### config.mk
export PLATFORM = sky130hd
export DESIGN_NAME = serial_frame_tx
export DESIGN_NICKNAME = d
export VERILOG_FILES = /design/src/rtl/sft_pkg.sv /design/src/rtl/sft_tick_gen.sv /design/src/rtl/sft_serializer.sv /design/src/rtl/serial_frame_tx.sv
export SDC_FILE = /design/constraint.sdc
export NUM_CORES = 1
export LEC_CHECK = 0
export CAP_MARGIN = 20
export CORE_MARGIN = 2
export CORE_UTILIZATION = 30
export CTS_BUF_LIST = sky130_fd_sc_hd__clkbuf_4 sky130_fd_sc_hd__clkbuf_8
export DETAILED_ROUTE_END_ITERATION = 7
export GPL_ROUTABILITY_DRIVEN = 0
export PLACE_DENSITY_LB_ADDON = 0.15
export SYNTH_ARGS = -nofsm -noshare
export SYNTH_HDL_FRONTEND = slang
export SYNTH_SLANG_ARGS = --single-unit
### constraint.sdc
create_clock -name clk_i -period 3.2 [get_ports clk_i]
set_input_delay 0.48 -clock clk_i [delete_from_list [all_inputs] [get_ports clk_i]]
set_output_delay 0.48 -clock clk_i [all_outputs]
set_load 0.02 [all_outputs]
### src/rtl/sft_pkg.sv
package sft_pkg;
  localparam int FRAME_MAX = 12;

  typedef struct packed {
    logic len7;
    logic par_en;
    logic par_odd;
    logic stop2;
  } fmt_t;

  function automatic logic [3:0] frame_len(fmt_t f);
    return 4'd9 + (f.len7 ? 4'd0 : 4'd1) + (f.par_en ? 4'd1 : 4'd0) + (f.stop2 ? 4'd1 : 4'd0);
  endfunction

  // bit 0 goes out first; unused tail positions stay at the stop level
  function automatic logic [FRAME_MAX-1:0] build_frame(logic [7:0] d, fmt_t f);
    logic [FRAME_MAX-1:0] fr;
    logic [7:0] m;
    logic p;
    fr = '1;
    fr[0] = 1'b0;
    m = f.len7 ? (d & 8'h7F) : d;
    for (int i = 0; i < 8; i++)
      if (i < 7 || !f.len7) fr[1+i] = m[i];
    p = (^m) ^ f.par_odd;
    if (f.par_en) begin
      if (f.len7) fr[8] = p;
      else        fr[9] = p;
    end
    return fr;
  endfunction
endpackage

### src/rtl/sft_tick_gen.sv
module sft_tick_gen #(
  parameter int DIV_W = 12
) (
  input  logic             clk_i,
  input  logic             rst_ni,
  input  logic             ext_sel_i,
  input  logic             ext_clk_i,
  input  logic [DIV_W-1:0] div_i,
  input  logic             restart_i,
  output logic             tick_o,
  output logic             clk16_o
);
  logic [DIV_W-1:0] cnt_q;
  logic [1:0]       sync_q;
  logic             ext_prev_q;
  logic             int_tick, ext_tick;

  always_ff @(posedge clk_i or negedge rst_ni) begin
    if (!rst_ni) begin
      cnt_q      <= '0;
      sync_q     <= '0;
      ext_prev_q <= 1'b0;
    end else begin
      sync_q     <= {sync_q[0], ext_clk_i};
      ext_prev_q <= sync_q[1];
      if (restart_i || cnt_q == '0) cnt_q <= div_i;
      else                          cnt_q <= cnt_q - 1'b1;
    end
  end

  // restart realigns bit phase to the accepting edge
  assign int_tick = (cnt_q == '0) && !restart_i;
  assign ext_tick = sync_q[1] && !ext_prev_q;
  assign tick_o   = ext_sel_i ? ext_tick : int_tick;
  assign clk16_o  = !ext_sel_i && (cnt_q > (div_i >> 1));


  tick_spacing_chk: assert property (@(posedge clk_i) disable iff (!rst_ni)
    (tick_o && (ext_sel_i || div_i != '0)) |=> (!tick_o || ext_sel_i != $past(ext_sel_i)));
endmodule

### src/rtl/sft_serializer.sv
module sft_serializer
  import sft_pkg::*;
#(
  parameter int OVS = 16,
  localparam int CW = $clog2(OVS)
) (
  input  logic       clk_i,
  input  logic       rst_ni,
  input  logic       tick_i,
  input  logic       start_i,
  input  logic [7:0] data_i,
  input  fmt_t       fmt_i,
  output logic       active_o,
  output logic       txd_o
);
  logic                 active_q;
  logic [FRAME_MAX-1:0] shreg_q;
  logic [CW-1:0]        os_q;
  logic [3:0]           bit_q, nbits_q;

  always_ff @(posedge clk_i or negedge rst_ni) begin
    if (!rst_ni) begin
      active_q <= 1'b0;
      shreg_q  <= '1;
      os_q     <= '0;
      bit_q    <= '0;
      nbits_q  <= 4'd9;
    end else if (start_i) begin
      active_q <= 1'b1;
      shreg_q  <= build_frame(data_i, fmt_i);
      os_q     <= '0;
      bit_q    <= '0;
      nbits_q  <= frame_len(fmt_i);
    end else if (active_q && tick_i) begin
      if (os_q == CW'(OVS - 1)) begin
        os_q    <= '0;
        shreg_q <= {1'b1, shreg_q[FRAME_MAX-1:1]};
        if (bit_q == nbits_q - 4'd1) active_q <= 1'b0;
        else                         bit_q    <= bit_q + 4'd1;
      end else begin
        os_q <= os_q + 1'b1;
      end
    end
  end

  assign active_o = active_q;
  assign txd_o    = shreg_q[0];


  bit_range_chk: assert property (@(posedge clk_i) disable iff (!rst_ni)
    active_q |-> (bit_q < nbits_q && nbits_q >= 4'd9 && nbits_q <= 4'd12));

  fmt_hold_chk: assert property (@(posedge clk_i) disable iff (!rst_ni)
    (active_q && !start_i) |=> $stable(nbits_q));
endmodule

### src/rtl/serial_frame_tx.sv
module serial_frame_tx
  import sft_pkg::*;
#(
  parameter int DIV_W = 12,
  parameter int OVS   = 16
) (
  input  logic             clk_i,
  input  logic             rst_ni,
  input  logic [7:0]       data_i,
  input  logic             valid_i,
  output logic             ready_o,
  input  logic             len7_i,
  input  logic             par_en_i,
  input  logic             par_odd_i,
  input  logic             stop2_i,
  input  logic             ext_sel_i,
  input  logic             ext_clk_i,
  input  logic [DIV_W-1:0] div_i,
  output logic             busy_o,
  output logic             txd_o,
  output logic             clk16_o
);
  logic tick, active, accept;
  fmt_t fmt;

  assign fmt     = '{len7: len7_i, par_en: par_en_i, par_odd: par_odd_i, stop2: stop2_i};
  assign ready_o = !active;
  assign busy_o  = active;
  assign accept  = valid_i && ready_o;

  sft_tick_gen #(.DIV_W(DIV_W)) u_tick (
    .clk_i, .rst_ni, .ext_sel_i, .ext_clk_i, .div_i,
    .restart_i(accept), .tick_o(tick), .clk16_o
  );

  sft_serializer #(.OVS(OVS)) u_ser (
    .clk_i, .rst_ni, .tick_i(tick), .start_i(accept),
    .data_i, .fmt_i(fmt), .active_o(active), .txd_o
  );


  idle_high_chk: assert property (@(posedge clk_i) disable iff (!rst_ni)
    !busy_o |-> txd_o);

  start_low_chk: assert property (@(posedge clk_i) disable iff (!rst_ni)
    accept |=> (busy_o && !txd_o));

  no_reaccept_chk: assert property (@(posedge clk_i) disable iff (!rst_ni)
    (busy_o && $past(busy_o)) |-> $stable(txd_o) || $past(tick));
endmodule

==> metrics.txt, run 1 <==
status complete, no violations; pin count of the biggest net entering global routing 38; number of placed instances with taps included 386; Die W 91.6 microns; instance count of the mapped netlist 258; Critical Setup Path Class in -> out; number of antenna-violating nets in the routed design 0; sequential element share of the synthesized area 40.9%; area growth from synthesis to layout 23.1%; most frequent standard cell in the layout excluding fill and tap cells nand2_1; biggest area consumer among synthesized cells dfrtp_1; Skew-Pair Late Insertion Delay 0.28 ns; net total in the final layout 342; largest fanout on the critical path 2; Starting Density 31.4%; number of buffers added by the clock tree synthesis step 5; fraction of post-synthesis cell area in the top cell type by area 28.3%; Cell Pwr Density 544 mW/mm^2; overall overflow remaining after global route 0; Reg clk slew, reported paths 0.08 ns; slew of the pin with the lowest slew margin 0.843 ns; mean instance size in the synthesized netlist 8.91 sq um; P_leak 1.22 nW; WL per Instance 12.4 microns; number of iterations in the first detailed-routing pass 4; num ports 33; via count 1,861; Fmax 0.365 GHz; DR vias/cell 4.72; buffers and inverters on the worst path 3; post-synthesis register bit count 37; WP depth 9; library cells used by synthesis 45; filler-free cell count of the finished design 394; RSZ-0062 raised after global routing no; initial drt markers 59; clock skew 0.00490 ns; number of global-route vias before repair 1,772; commonest cells after routing, fill and taps aside 42 x nand2_1, 30 x clkdlybuf4s50_1, 27 x nor2_1; Die Span Y 91.6 microns; area enclosed by the die boundary 0.00838 sq mm; quantity of hold-fixing buffers added after cts 0; final setup violating endpoints 0; logic depth of the worst register-to-register path 8; CP max stage delay 0.48 ns; final total negative setup slack 0 ns; total of warnings raised by yosys 0; Synth area leaders dfrtp_1 28%, dfstp_2 13%, ha_1 10%, nand2_1 6.9%, xnor2_1 4.6%; CTS HTree Levels 2; maximum ir drop on the vdd rail 205 uV; final critical-path required period 2.74 ns; total nets after synthesis 306; Top FF cell, synth dfrtp_1; Arrival @ worst endpoint 2.26 ns; count of final hold-check violations 0; number of DRC violations after detailed routing 0; cell with the largest stage delay on the worst path clkdlybuf4s50_1; TritonCTS clock tree yes; delay-heaviest family, CP buffers and inverters; post-DP HPWL 3540 microns; endpoint class of the critical path output pin; number of buffers added on ports 32; Rel. slew slack 43.8%; netlist area before placement 0.00230 sq mm; Max Slew Vio Count 0; critical path startpoint category input port; dominant cell type by count on the critical path o21a_1; worst min path class in -> async; final wirelength 4870 microns; total clock sinks 37; master cell of the clock root buffer clkbuf_8; max cap viols 0; share of final-layout standard cells stronger than drive strength 1 10.5%; Tcrit/Tclk final 85.6%; first-pass GRT wire length 8580 microns; number of enable flip-flop cells after synthesis 0; global-route usage over all layers 12.6%; diodes inserted 0; required time of the critical path 2.72 ns; initial antenna violation count 0; Floorplan Core Area 0.00733 sq mm; number of standard-cell rows in the floorplan 31; share of async-settable or async-resettable flops after synthesis 100%; critical path cell sequence clkdlybuf4s50_1 > inv_1 > ha_1 > nor2b_1 > o21a_1 > o21a_1 > o21ai_0 > a311oi_1 > dlymetal6s2s_1; maximum root-to-sink buffer count 2
## state kept, by name, indices dropped and copies added, names as in the netlist
name and flops:
u_tick.cnt_q 12, u_tick.ext_prev_q 1, u_ser.os_q 4, u_ser.bit_q 4
u_ser.nbits_q 3, u_ser.shreg_q 10, u_ser.active_o 1, u_tick.sync_q 2
## cells in the mapped netlist (all sizes together) (3+ instances only)
cell and n:
nand4 3, buf 3, nand2 42, inv 19, nor2 27, a21oi 13
xor2 8, clkbuf 6, nand2b 3, o21ai 15, ha 19, dfrtp 26
dfstp 11, a41o 3, xnor2 12, nor2b 3, a211oi 3, a31oi 12
and3 3
## area by class of cell
cell class | instances | area [sq um]
fill | 754 | 4500
clock buffer | 6 | 76.3
sequential | 37 | 940
multi-input combinational | 193 | 1250
clock inverter | 2 | 10.0
timing repair buffer | 38 | 363
tap | 99 | 124
inverter | 19 | 71.3
## final timing paths
path / to / slack (ns) / from
setup / recovery: clk16_o / 0.46 / div_i[2]
hold / removal: u_ser.nbits_q[2] / 0.29 / rst_ni
setup reg to reg: u_ser.shreg_q[2] / 0.53 / u_tick.cnt_q[0]
hold reg to reg: u_tick.sync_q[1] / 0.35 / u_tick.sync_q[0]
max in group asynchronous: u_tick.ext_prev_q / 2.38 / rst_ni
min in group clk_i: u_tick.sync_q[1] / 0.35 / u_tick.sync_q[0]
## routing by layer
metal,vias up,part of all wire (%),track usage [%]
met3,2,3.8,2.32
li1,966,-,-
met1,869,51,17.6
met5,-,0,0
met2,24,45,19.4
met4,0,0.64,4.55
## per-stage QoR
stage | worst slack [ns] | hold WS (ns) | cell area, sq um | utilization [%] | power (mW)
floorplan | 0.858 | 0.184 | 2300 | - | 1.05
global placement | 0.0528 | 0.332 | 2740 | 37.4 | 1.21
detailed placement | 0.0224 | 0.338 | 2740 | 37.4 | 1.22
CTS | 0.0208 | 0.324 | 2830 | 38.6 | 1.56
global route | 0.287 | 0.357 | 2830 | 38.6 | 1.68
finish | 0.460 | 0.292 | 2830 | 38.6 | 1.54
## repair_timing
item / 4_1_cts / 5_1_grt
endpoints found under the setup margin: 0 / 1
setup buffers: 0 / 0
gates resized for setup: 0 / 1
## report_power, final
group	leakage, nW	internal [mW]	switching [mW]
clock network	0.0484	0.160	0.173
registers	0.428	0.583	0.123
logic	0.745	0.258	0.244
total	1.22	1.00	0.540
## logic make-up after synthesis
group	count (synthesis)	synth area share, %
flip-flops	37	40.9
AO/OA/AOI/OAI	57	16.4
AND/OR/NAND/NOR	97	19.7
buffers and inverters	28	5.11
XOR/XNOR	20	7.62
adder cells (fa/ha/maj)	19	10.3
(Power assumes the default switching activity.)
==> inputs of run 2 (changes only) <==
Settings changed: CORE_UTILIZATION 30 to 56, HOLD_SLACK_MARGIN set to 0.15.
==> run 2 against run 1 <==
  * Design area down 1.8%
  * Hold slack better by 0.065 ns
  * Cell count down 12%
  * Fmax down 1.5%
  * Power up 0.34%
  * Combinational power about the same
  * First-iteration DRC count up 90%
  * Setup slack worse by 0.040 ns
  * Core utilization up 31 points
==> metrics.txt, run 2 (synthesis gave the netlist of run 1 again) <==
max cap viols 0 (unchanged); number of buffers added by the clock tree synthesis step 5 (unchanged); first-pass GRT wire length 7820 microns (-8.9%); maximum root-to-sink buffer count 2 (unchanged); Die W 68.1 microns (-26%); worst min path class reg -> reg; post-DP HPWL 3420 microns (-3.5%); final setup violating endpoints 0 (unchanged); commonest cells after routing, fill and taps aside 42 x nand2_1, 31 x clkdlybuf4s50_1, 27 x nor2_1; origin of the worst min-delay path u_tick.sync_q[0]; overall overflow remaining after global route 0 (unchanged); P_leak 1.22 nW (about the same); CTS HTree Levels 2 (unchanged); critical path startpoint category flip-flop; Floorplan Core Area 0.00397 sq mm (-46%); final critical-path required period 2.78 ns (+0.0404 ns); quantity of gates resized following cts 0 (unchanged); Die Span Y 68.1 microns (-26%); largest fanout on the critical path 19 (+17); endpoint class of the critical path flip-flop; quantity of hold-fixing buffers added after cts 0 (unchanged); M1 wire length 2060 microns (-17%); number of DRC violations after detailed routing 0 (unchanged); via count 1,922 (+3.3%); final core utilization 70.0% (+31 points); number of iterations in the first detailed-routing pass 4 (unchanged); Top Registers u_tick.cnt_q: 12 flops, u_ser.shreg_q: 10 flops; Skew-Pair Late Insertion Delay 0.28 ns (about the same); TritonCTS clock tree yes; Cell Pwr Density 556 mW/mm^2 (+2.2%); register with the most flip-flops u_tick.cnt_q; required time of the critical path 3.41 ns (+0.69 ns); number of antenna-violating nets in the routed design 0 (unchanged); master cell of the clock root buffer clkbuf_8; Max Slew Vio Count 0 (unchanged); R2R Setup Slk 0.42 ns (-0.11 ns); diodes inserted 0 (unchanged); logic depth of the worst register-to-register path 8 (unchanged); total clock sinks 37 (unchanged); global-route usage over all layers 22.4% (+9.8 points); number of buffers added on ports 32 (unchanged); number of global-route vias before repair 1,780 (+0.45%); routed wire length on met3 154 microns (-17%); share of final-layout standard cells stronger than drive strength 1 10.2% (-0.34 points); DR vias/cell 5.57 (+18%); number of flip-flops in the largest register 12 (unchanged); met2 WL post-DR 2410 microns (+11%); area enclosed by the die boundary 0.00463 sq mm (-45%); RSZ-0062 raised after global routing no; maximum ir drop on the vdd rail 321 uV (+56%); post-CTS setup buffer count 0 (unchanged); Critical Setup Path Class reg -> reg; number of standard-cell rows in the floorplan 23 (-26%); num ports 33 (unchanged); endpoint of the worst-slack reg-to-reg timing path u_ser.shreg_q[3]; net total in the final layout 342 (unchanged); uppermost signal routing layer after detailed routing met4; Tcrit/Tclk final 86.9% (+1.3 points); cell depth of the worst min-delay path 0; count of final hold-check violations 0 (unchanged); Fmax 0.360 GHz (-1.5%); area growth from synthesis to layout 20.9%; initial antenna violation count 0 (unchanged); slew of the pin with the lowest slew margin 0.889 ns (+0.0452 ns); status complete, no violations; Hold Path Sink u_tick.sync_q[1]; WL per Instance 13.5 microns (+9.1%); Rel. slew slack 40.2% (-3.6 points); initial drt markers 112 (+90%); final wirelength 4660 microns (-4.5%); most frequent standard cell in the layout excluding fill and tap cells nand2_1; Reg clk slew, reported paths 0.07 ns (about the same); final total negative setup slack 0 ns (unchanged); clock skew 0.00803 ns (+0.00313 ns); FF-to-FF Start u_tick.cnt_q[0]; pin count of the biggest net entering global routing 38 (unchanged); Starting Density 57.9% (+27 points); Arrival @ worst endpoint 2.99 ns (+0.73 ns)
## run 2: how the worst max path moves through the flow
stage                         start                to  slack (ns)
floorplan           u_tick.cnt_q[7]    u_ser.bit_q[3]        0.86
global placement           div_i[2]           clk16_o        0.07
detailed placement         div_i[2]           clk16_o        0.05
CTS                        div_i[2]           clk16_o        0.03
global route        u_tick.cnt_q[0]  u_ser.shreg_q[3]        0.20
finish              u_tick.cnt_q[0]  u_ser.shreg_q[3]        0.42
## run 2: stage by stage
step	instance area (sq um)	setup WS [ns]	std cells	hold WS (ns)	power, mW
final	2780	0.420	345	0.357	1.55
after global routing	2780	0.198	345	0.368	1.67
after CTS	2780	0.0278	345	0.359	1.57
after detailed placement	2690	0.0464	337	0.341	1.21
after global placement	2690	0.0678	337	0.334	1.19
after floorplan	2300	0.858	258	0.184	1.05
## run 2: critical path, stage by stage, from the launching register on
cell	delay [ns]
dfrtp_1	0.41
inv_1	0.12
ha_1	0.16
or4b_1	0.51
or4_4	0.54
a31oi_4	0.51
buf_4	0.26
nor2_1	0.05
a31oi_1	0.15
## run 2: cell type report
type / instances / area (sq um)
multi-input cells: 193 / 1250
fillers: 338 / 1190
repair buffers: 38 / 368
flip-flops and latches: 37 / 940
clock buffers: 8 / 91.3
well taps: 50 / 62.6
inverters: 19 / 71.3
## run 2: power breakdown
| part | internal, mW | total [mW] | leakage, nW | switching (mW) |
|---|---|---|---|---|
| Combinational | 0.254 | 0.500 | 0.743 | 0.246 |
| Sequential | 0.584 | 0.704 | 0.428 | 0.120 |
| Clock | 0.180 | 0.342 | 0.0498 | 0.162 |
## run 2: metal layers
metal | GRT usage, % | up-vias
met5 | 0 | -
met2 | 41.1 | 35
met3 | 3.45 | 2
met1 | 26.8 | 918
met4 | 6.75 | 0
li1 | - | 967
==> inputs of run 3 (changes only) <==
Settings changed: ABC_CLOCK_PERIOD_IN_PS set to 3200, SLEW_MARGIN set to 0.
==> results of run 3 <==
Final layout, timing and power as in run 2 (identical DEF).
